<file path="src/rtl/cyc_front_pkg.sv">
// Shared types of the multiplexed address front end.
// Assumes a 3-bit kind code that downstream logic decodes as listed.
package cyc_front_pkg;
    typedef enum logic [2:0] {
        KIND_READ    = 3'd0,
        KIND_WRITE   = 3'd1,
        KIND_MASKED  = 3'd2,
        KIND_BLOCK   = 3'd3,
        KIND_FULL_XF = 3'd4,
        KIND_SPLIT_XF= 3'd5,
        KIND_OPT_RST = 3'd6
    } cyc_kind_e;

    // Class fixed at the row fall; KIND_READ here means "plain access,
    // read or write decided at column time".
    function automatic cyc_kind_e row_class(input logic xfer_n,
                                            input logic fsel,
                                            input logic we_n);
        cyc_kind_e k;
        if (!xfer_n)
            k = fsel ? KIND_SPLIT_XF : KIND_FULL_XF;
        else if (fsel)
            k = KIND_BLOCK;
        else if (!we_n)
            k = KIND_MASKED;
        else
            k = KIND_READ;
        return k;
    endfunction
endpackage

</file>
<file path="src/rtl/strobe_edge.sv">
// Per-strobe edge detector for already-synchronous active-low strobes.
// Assumes strobes idle high; history resets to high so reset release
// produces no false fall.
module strobe_edge #(
    parameter int WIDTH = 1
) (
    input  logic             clk,
    input  logic             rst_n,
    input  logic [WIDTH-1:0] stb_n,
    output logic [WIDTH-1:0] fall,
    output logic [WIDTH-1:0] rise
);
    logic [WIDTH-1:0] prev_n;

    for (genvar i = 0; i < WIDTH; i++) begin : g_bit
        // Keep last sampled level of strobe i.
        always_ff @(posedge clk) begin
            if (!rst_n) prev_n[i] <= 1'b1;
            else        prev_n[i] <= stb_n[i];
        end
        assign fall[i] = prev_n[i] & ~stb_n[i];
        assign rise[i] = ~prev_n[i] & stb_n[i];
    end
endmodule

</file>
<file path="src/rtl/row_stage.sv">
// Row stage: captures the row address and fixes the cycle class at the
// row-strobe fall; flags an option-reset start when both column strobes
// are already low. Assumes row_stb_n high closes the cycle.
module row_stage
    import cyc_front_pkg::*;
#(
    parameter int ADDR_W = 9,
    parameter int NSTB   = 2
) (
    input  logic              clk,
    input  logic              rst_n,
    input  logic              row_fall,
    input  logic              row_stb_n,
    input  logic [ADDR_W-1:0] addr_i,
    input  logic [NSTB-1:0]   col_stb_n,
    input  logic              wr_en_n,
    input  logic              xfer_en_n,
    input  logic              func_sel,
    output logic              row_open,
    output logic [ADDR_W-1:0] row_q,
    output cyc_kind_e         cls_q,
    output logic              opt_start
);
    assign opt_start = row_fall & ~(|col_stb_n);

    // Open/close the row cycle and latch row address plus class.
    always_ff @(posedge clk) begin
        if (!rst_n) begin
            row_open <= 1'b0;
            row_q    <= '0;
            cls_q    <= KIND_READ;
        end else if (row_fall) begin
            row_open <= 1'b1;
            row_q    <= addr_i;
            cls_q    <= opt_start ? KIND_OPT_RST
                                  : row_class(xfer_en_n, func_sel, wr_en_n);
        end else if (row_stb_n) begin
            row_open <= 1'b0;
            row_q    <= '0;
            cls_q    <= KIND_READ;
        end
    end
endmodule

</file>
<file path="src/rtl/col_stage.sv">
// Column stage: produces a single capture strobe on the first column
// strobe fall of an open row cycle; blocks any later capture until the
// row strobe rises. Assumes row_open comes from the row stage.
module col_stage #(
    parameter int NSTB = 2
) (
    input  logic            clk,
    input  logic            rst_n,
    input  logic            row_open,
    input  logic            row_stb_n,
    input  logic            opt_start,
    input  logic [NSTB-1:0] col_fall,
    output logic            cap_now
);
    logic done_q;

    assign cap_now = row_open & ~row_stb_n & ~done_q & (|col_fall);

    // Remember that this row cycle has already been served.
    always_ff @(posedge clk) begin
        if (!rst_n)                  done_q <= 1'b0;
        else if (row_stb_n)          done_q <= 1'b0;
        else if (cap_now | opt_start) done_q <= 1'b1;
    end
endmodule

</file>
<file path="src/rtl/cyc_front.sv">
// Top of the multiplexed address front end: edge detection, row stage,
// column stage and the registered request. Assumes all strobes are
// synchronous to clk; reset is synchronous and active low.
module cyc_front
    import cyc_front_pkg::*;
#(
    parameter int ADDR_W = 9,
    parameter int NSTB   = 2
) (
    input  logic              clk,
    input  logic              rst_n,
    input  logic [ADDR_W-1:0] addr_i,
    input  logic              row_stb_n,
    input  logic [NSTB-1:0]   col_stb_n,
    input  logic              wr_en_n,
    input  logic              xfer_en_n,
    input  logic              func_sel,
    output logic              req_valid_o,
    output logic [2:0]        req_kind_o,
    output logic [ADDR_W-1:0] req_row_o,
    output logic [ADDR_W-1:0] req_col_o,
    output logic [NSTB-1:0]   req_be_o
);
    localparam int NEDGE = NSTB + 1;

    logic [NEDGE-1:0] fall_v, rise_v;
    logic              row_open, opt_start, cap_now;
    logic [ADDR_W-1:0] row_q;
    cyc_kind_e         cls_q, kind_now;

    strobe_edge #(.WIDTH(NEDGE)) u_edge (
        .clk  (clk),
        .rst_n(rst_n),
        .stb_n({col_stb_n, row_stb_n}),
        .fall (fall_v),
        .rise (rise_v)
    );

    row_stage #(.ADDR_W(ADDR_W), .NSTB(NSTB)) u_row (
        .clk      (clk),
        .rst_n    (rst_n),
        .row_fall (fall_v[0]),
        .row_stb_n(row_stb_n),
        .addr_i   (addr_i),
        .col_stb_n(col_stb_n),
        .wr_en_n  (wr_en_n),
        .xfer_en_n(xfer_en_n),
        .func_sel (func_sel),
        .row_open (row_open),
        .row_q    (row_q),
        .cls_q    (cls_q),
        .opt_start(opt_start)
    );

    col_stage #(.NSTB(NSTB)) u_col (
        .clk      (clk),
        .rst_n    (rst_n),
        .row_open (row_open),
        .row_stb_n(row_stb_n),
        .opt_start(opt_start),
        .col_fall (fall_v[NEDGE-1:1]),
        .cap_now  (cap_now)
    );

    logic unused_rise;
    assign unused_rise = ^rise_v;

    // Resolve plain access into read or write at column time.
    always_comb begin
        kind_now = cls_q;
        if (cls_q == KIND_READ)
            kind_now = wr_en_n ? KIND_READ : KIND_WRITE;
    end

    // Register the request; pulse valid for one cycle.
    always_ff @(posedge clk) begin
        if (!rst_n) begin
            req_valid_o <= 1'b0;
            req_kind_o  <= '0;
            req_row_o   <= '0;
            req_col_o   <= '0;
            req_be_o    <= '0;
        end else if (opt_start) begin
            req_valid_o <= 1'b1;
            req_kind_o  <= KIND_OPT_RST;
            req_row_o   <= addr_i;
            req_col_o   <= '0;
            req_be_o    <= '0;
        end else if (cap_now) begin
            req_valid_o <= 1'b1;
            req_kind_o  <= kind_now;
            req_row_o   <= row_q;
            req_col_o   <= addr_i;
            req_be_o    <= ~col_stb_n;
        end else begin
            req_valid_o <= 1'b0;
        end
    end
endmodule

</file>
<file path="config.mk">
export PLATFORM = sky130hd
export DESIGN_NAME = cyc_front
export DESIGN_NICKNAME = d
export VERILOG_FILES = /design/src/rtl/cyc_front_pkg.sv /design/src/rtl/strobe_edge.sv /design/src/rtl/row_stage.sv /design/src/rtl/col_stage.sv /design/src/rtl/cyc_front.sv
export SDC_FILE = /design/constraint.sdc
export NUM_CORES = 1
export LEC_CHECK = 0
export BUFFER_PORTS_ARGS = -buffer_cell sky130_fd_sc_hd__buf_2
export CAP_MARGIN = 20
export CORE_MARGIN = 2
export CORE_UTILIZATION = 48
export CTS_BUF_LIST = sky130_fd_sc_hd__clkbuf_16
export DETAILED_ROUTE_END_ITERATION = 10
export MAX_ROUTING_LAYER = met4
export PLACE_DENSITY = 0.82
export SYNTH_ARGS = -nofsm -noshare
export SYNTH_HDL_FRONTEND = slang
export SYNTH_SLANG_ARGS = --single-unit
</file>
<file path="constraint.sdc">
create_clock -name clk -period 1.9 [get_ports clk]
set_input_delay 0.285 -clock clk [delete_from_list [all_inputs] [get_ports clk]]
set_output_delay 0.285 -clock clk [all_outputs]
set_load 0.01 [all_outputs]
</file>
==> impl_metrics.toml <==
[timing]
holdWs_ps = 218
max_slew_margin_pct = 79.4
worst_pin_slew_ps = 310
fin_skew_ps = 4.28
min_period_over_period_pct = 79.4
hold_viol = 0
max_freq_mhz = 663
setup_viol = 0
period_needed_ps = 1510
rsz0062_at_grt = "false"
final_max_slew_viol_count = 0
layout_setup_ws_ps = 391
fin_tns_setup_ps = 0

[logic_synthesis]
async_reset_ff_share_pct = 0
synth_area_leaders = "dfxtp_1, mux2i_1, nor2_1"
synthFlopType = "dfxtp_1"
yosysWarnings = 0
synth.top_cell.area_share_pct = 52.2
syn_nets = 168
synthCells = 151
synth-seq-cells = 41
synth_cell_types = 27
synth_enable_flop_cells = 0
ys_seq_area_share_pct = 52.2
postSynthAreaPerCell_um2 = 10.4
syn-cell-area_mm2 = 0.00157
yosysTopAreaCell = "dfxtp_1"

[placement]
dp_hpwl_um = 2350
port_buffers = 40
placed_cell_area_mm2 = 0.00182
dp_slack_ps = 234
gp_congestion = 0.827

[critical_path]
cp-end-kind = "register"
worstPathCellList = "nand2b_4, a2111oi_4, buf_4, mux2i_1, a21oi_1"
start_kind = "register"
worst_ep_arrival_time_ps = 1670
path_class = "register to register"
slowest_stage = "dfxtp_1"
crit_family = "compound AO/OA/AOI/OAI gates"
critPathBufInv = 1
r2r-start = "u_edge.prev_n[1]$_SDFF_PN1_"
path_max_fanout = 16
cp.required_ps = 2060
crit_start = "u_edge.prev_n[1]$_SDFF_PN1_"
slowest_delay_ps = 350

[die]
die_area_mm2 = 0.00375
die_y_um = 61.2
design.portCount = 41
num_rows = 20
die_w_um = 61.2
coreArea_mm2 = 0.00308
start_util_pct = 51.1

[detailed_routing]
post_drt_wl_per_cell_um = 13.6
drt_pass1_iterations = 4
final_antenna_net_count = 0
avgViaCountPerCell = 5.10
num_vias = 1220
drt-total-wl_um = 3250
drt-initial-drc-count = 68
drc_errors = 0

[clock_tree]
cts.repair.resized = 0
cts_htree_levels = 2
cts_made_buffers = 5
post_cts.repair.setup_buffers = 0
cts_max_path_buffers = 2
cts.sinks = 41
root_buffer = "clkbuf_16"
clkLatencyLatePin_ps = 280
cts_hold_buf = 0
path_clk_slew_ps = 50
cts_tree = "built"

[cells_and_area]
layout_common_cells = "dfxtp_1, buf_2, mux2i_1"
drive_above_1_share_pct = 29.2
final_nets = 213
syn_to_final_growth_pct = 23.8
final_area_mm2 = 0.00195
antennaDiodeCount = 0
final_common_cell = "dfxtp_1"

[min_path]
min_from = "xfer_en_n"
hp-class = "input port to register"

[global_route]
grt_pass1_wl_um = 5180
grt_max_degree = 17
overflow = 0
antenna_found_initial = 0
track_usage_pct = 20.1
grt_pass1_vias = 1153

[job]
maxCapViolCount = 0

[power_and_ir_drop]
leakagePower_uw = 0.000871
p_per_area_mw_per_mm2 = 953
vdd_ir_drop_max_mv = 0.582
finalPower_uw = 1850

[outcome]
status = "complete, no violations"
==> power by group <==
group	internal (uW)	total (uW)	switching [uW]
logic	78.2	173	95.0
clock network	468	767	299
registers	896	914	18.5
total	1440	1850	412
==> per-stage QoR <==
step	instances	util, %
after floorplan	151	-
after global placement	233	59.0
after detailed placement	233	59.0
after CTS	239	63.2
after global routing	239	63.2
final	239	63.2
==> cells in the mapped netlist (all sizes together) (2+ instances only) <==
| cell type | count |
|---|---|
| nor3 | 2 |
| dfxtp | 41 |
| o21ai | 10 |
| a211oi | 3 |
| buf | 6 |
| a21oi | 10 |
| inv | 3 |
| clkbuf | 4 |
| mux2i | 29 |
| nand2b | 6 |
| a21boi | 2 |
| nor2 | 26 |
==> state kept, by name (all words and copies together), names as in the netlist <==
| signal | flops |
|---|---|
| req_col_o | 9 |
| req_row_o | 9 |
| u_row.row_q | 9 |
| req_kind_o | 3 |
| u_edge.prev_n | 3 |
| u_row.cls_q | 3 |
| req_be_o | 2 |
| req_valid_o | 1 |
| u_col.done_q | 1 |
| u_row.row_open | 1 |
==> worst register-to-register path: stages (launching register included) <==
cell       delay (ps)
dfxtp_1           350
nand2b_4           70
a2111oi_4         350
buf_4             310
mux2i_1           210
a21oi_1           100
==> layer usage <==
| metal | GRT usage [%] | part of all wire, % | vias up | routed length, um |
|---|---|---|---|---|
| li1 | - | - | 616 | - |
| met1 | 23.6 | 46 | 565 | 1490 |
| met2 | 30.5 | 46 | 32 | 1510 |
| met3 | 7.35 | 5.7 | 7 | 186 |
| met4 | 9.32 | 1.8 | 0 | 60 |
| met5 | - | 0 | - | 0 |
==> path summary, 6_finish.rpt <==
kind                                                    end  cells after the start  slack, ps
worst max-delay path              req_row_o[8]$_SDFFE_PN0P_                      5        390
worst max register to register    req_row_o[8]$_SDFFE_PN0P_                      5        390
worst min-delay path            u_row.cls_q[2]$_SDFFE_PN0P_                      2        220
worst min register to register  u_row.row_open$_SDFFE_PN0P_                      2        480
==> cell families after synthesis <==
| kind of cell | count (synthesis) | share of synthesized area (%) |
|---|---|---|
| multiplexers | 29 | 18.5 |
| flip-flops | 41 | 52.2 |
| AO/OA/AOI/OAI | 30 | 12.7 |
| AND/OR/NAND/NOR | 38 | 11.3 |
| buffers and inverters | 13 | 5.25 |
==> final cells by class <==
class                   count  area, um2
fillers                   276       1130
flip-flops and latches     41        821
multi-input cells          97        668
repair buffers             48        260
clock buffers               5        125
well taps                  44       55.1
inverters                   3       11.3
clock inverters             1       5.00
No activity file was read; power rests on OpenSTA's default activity.
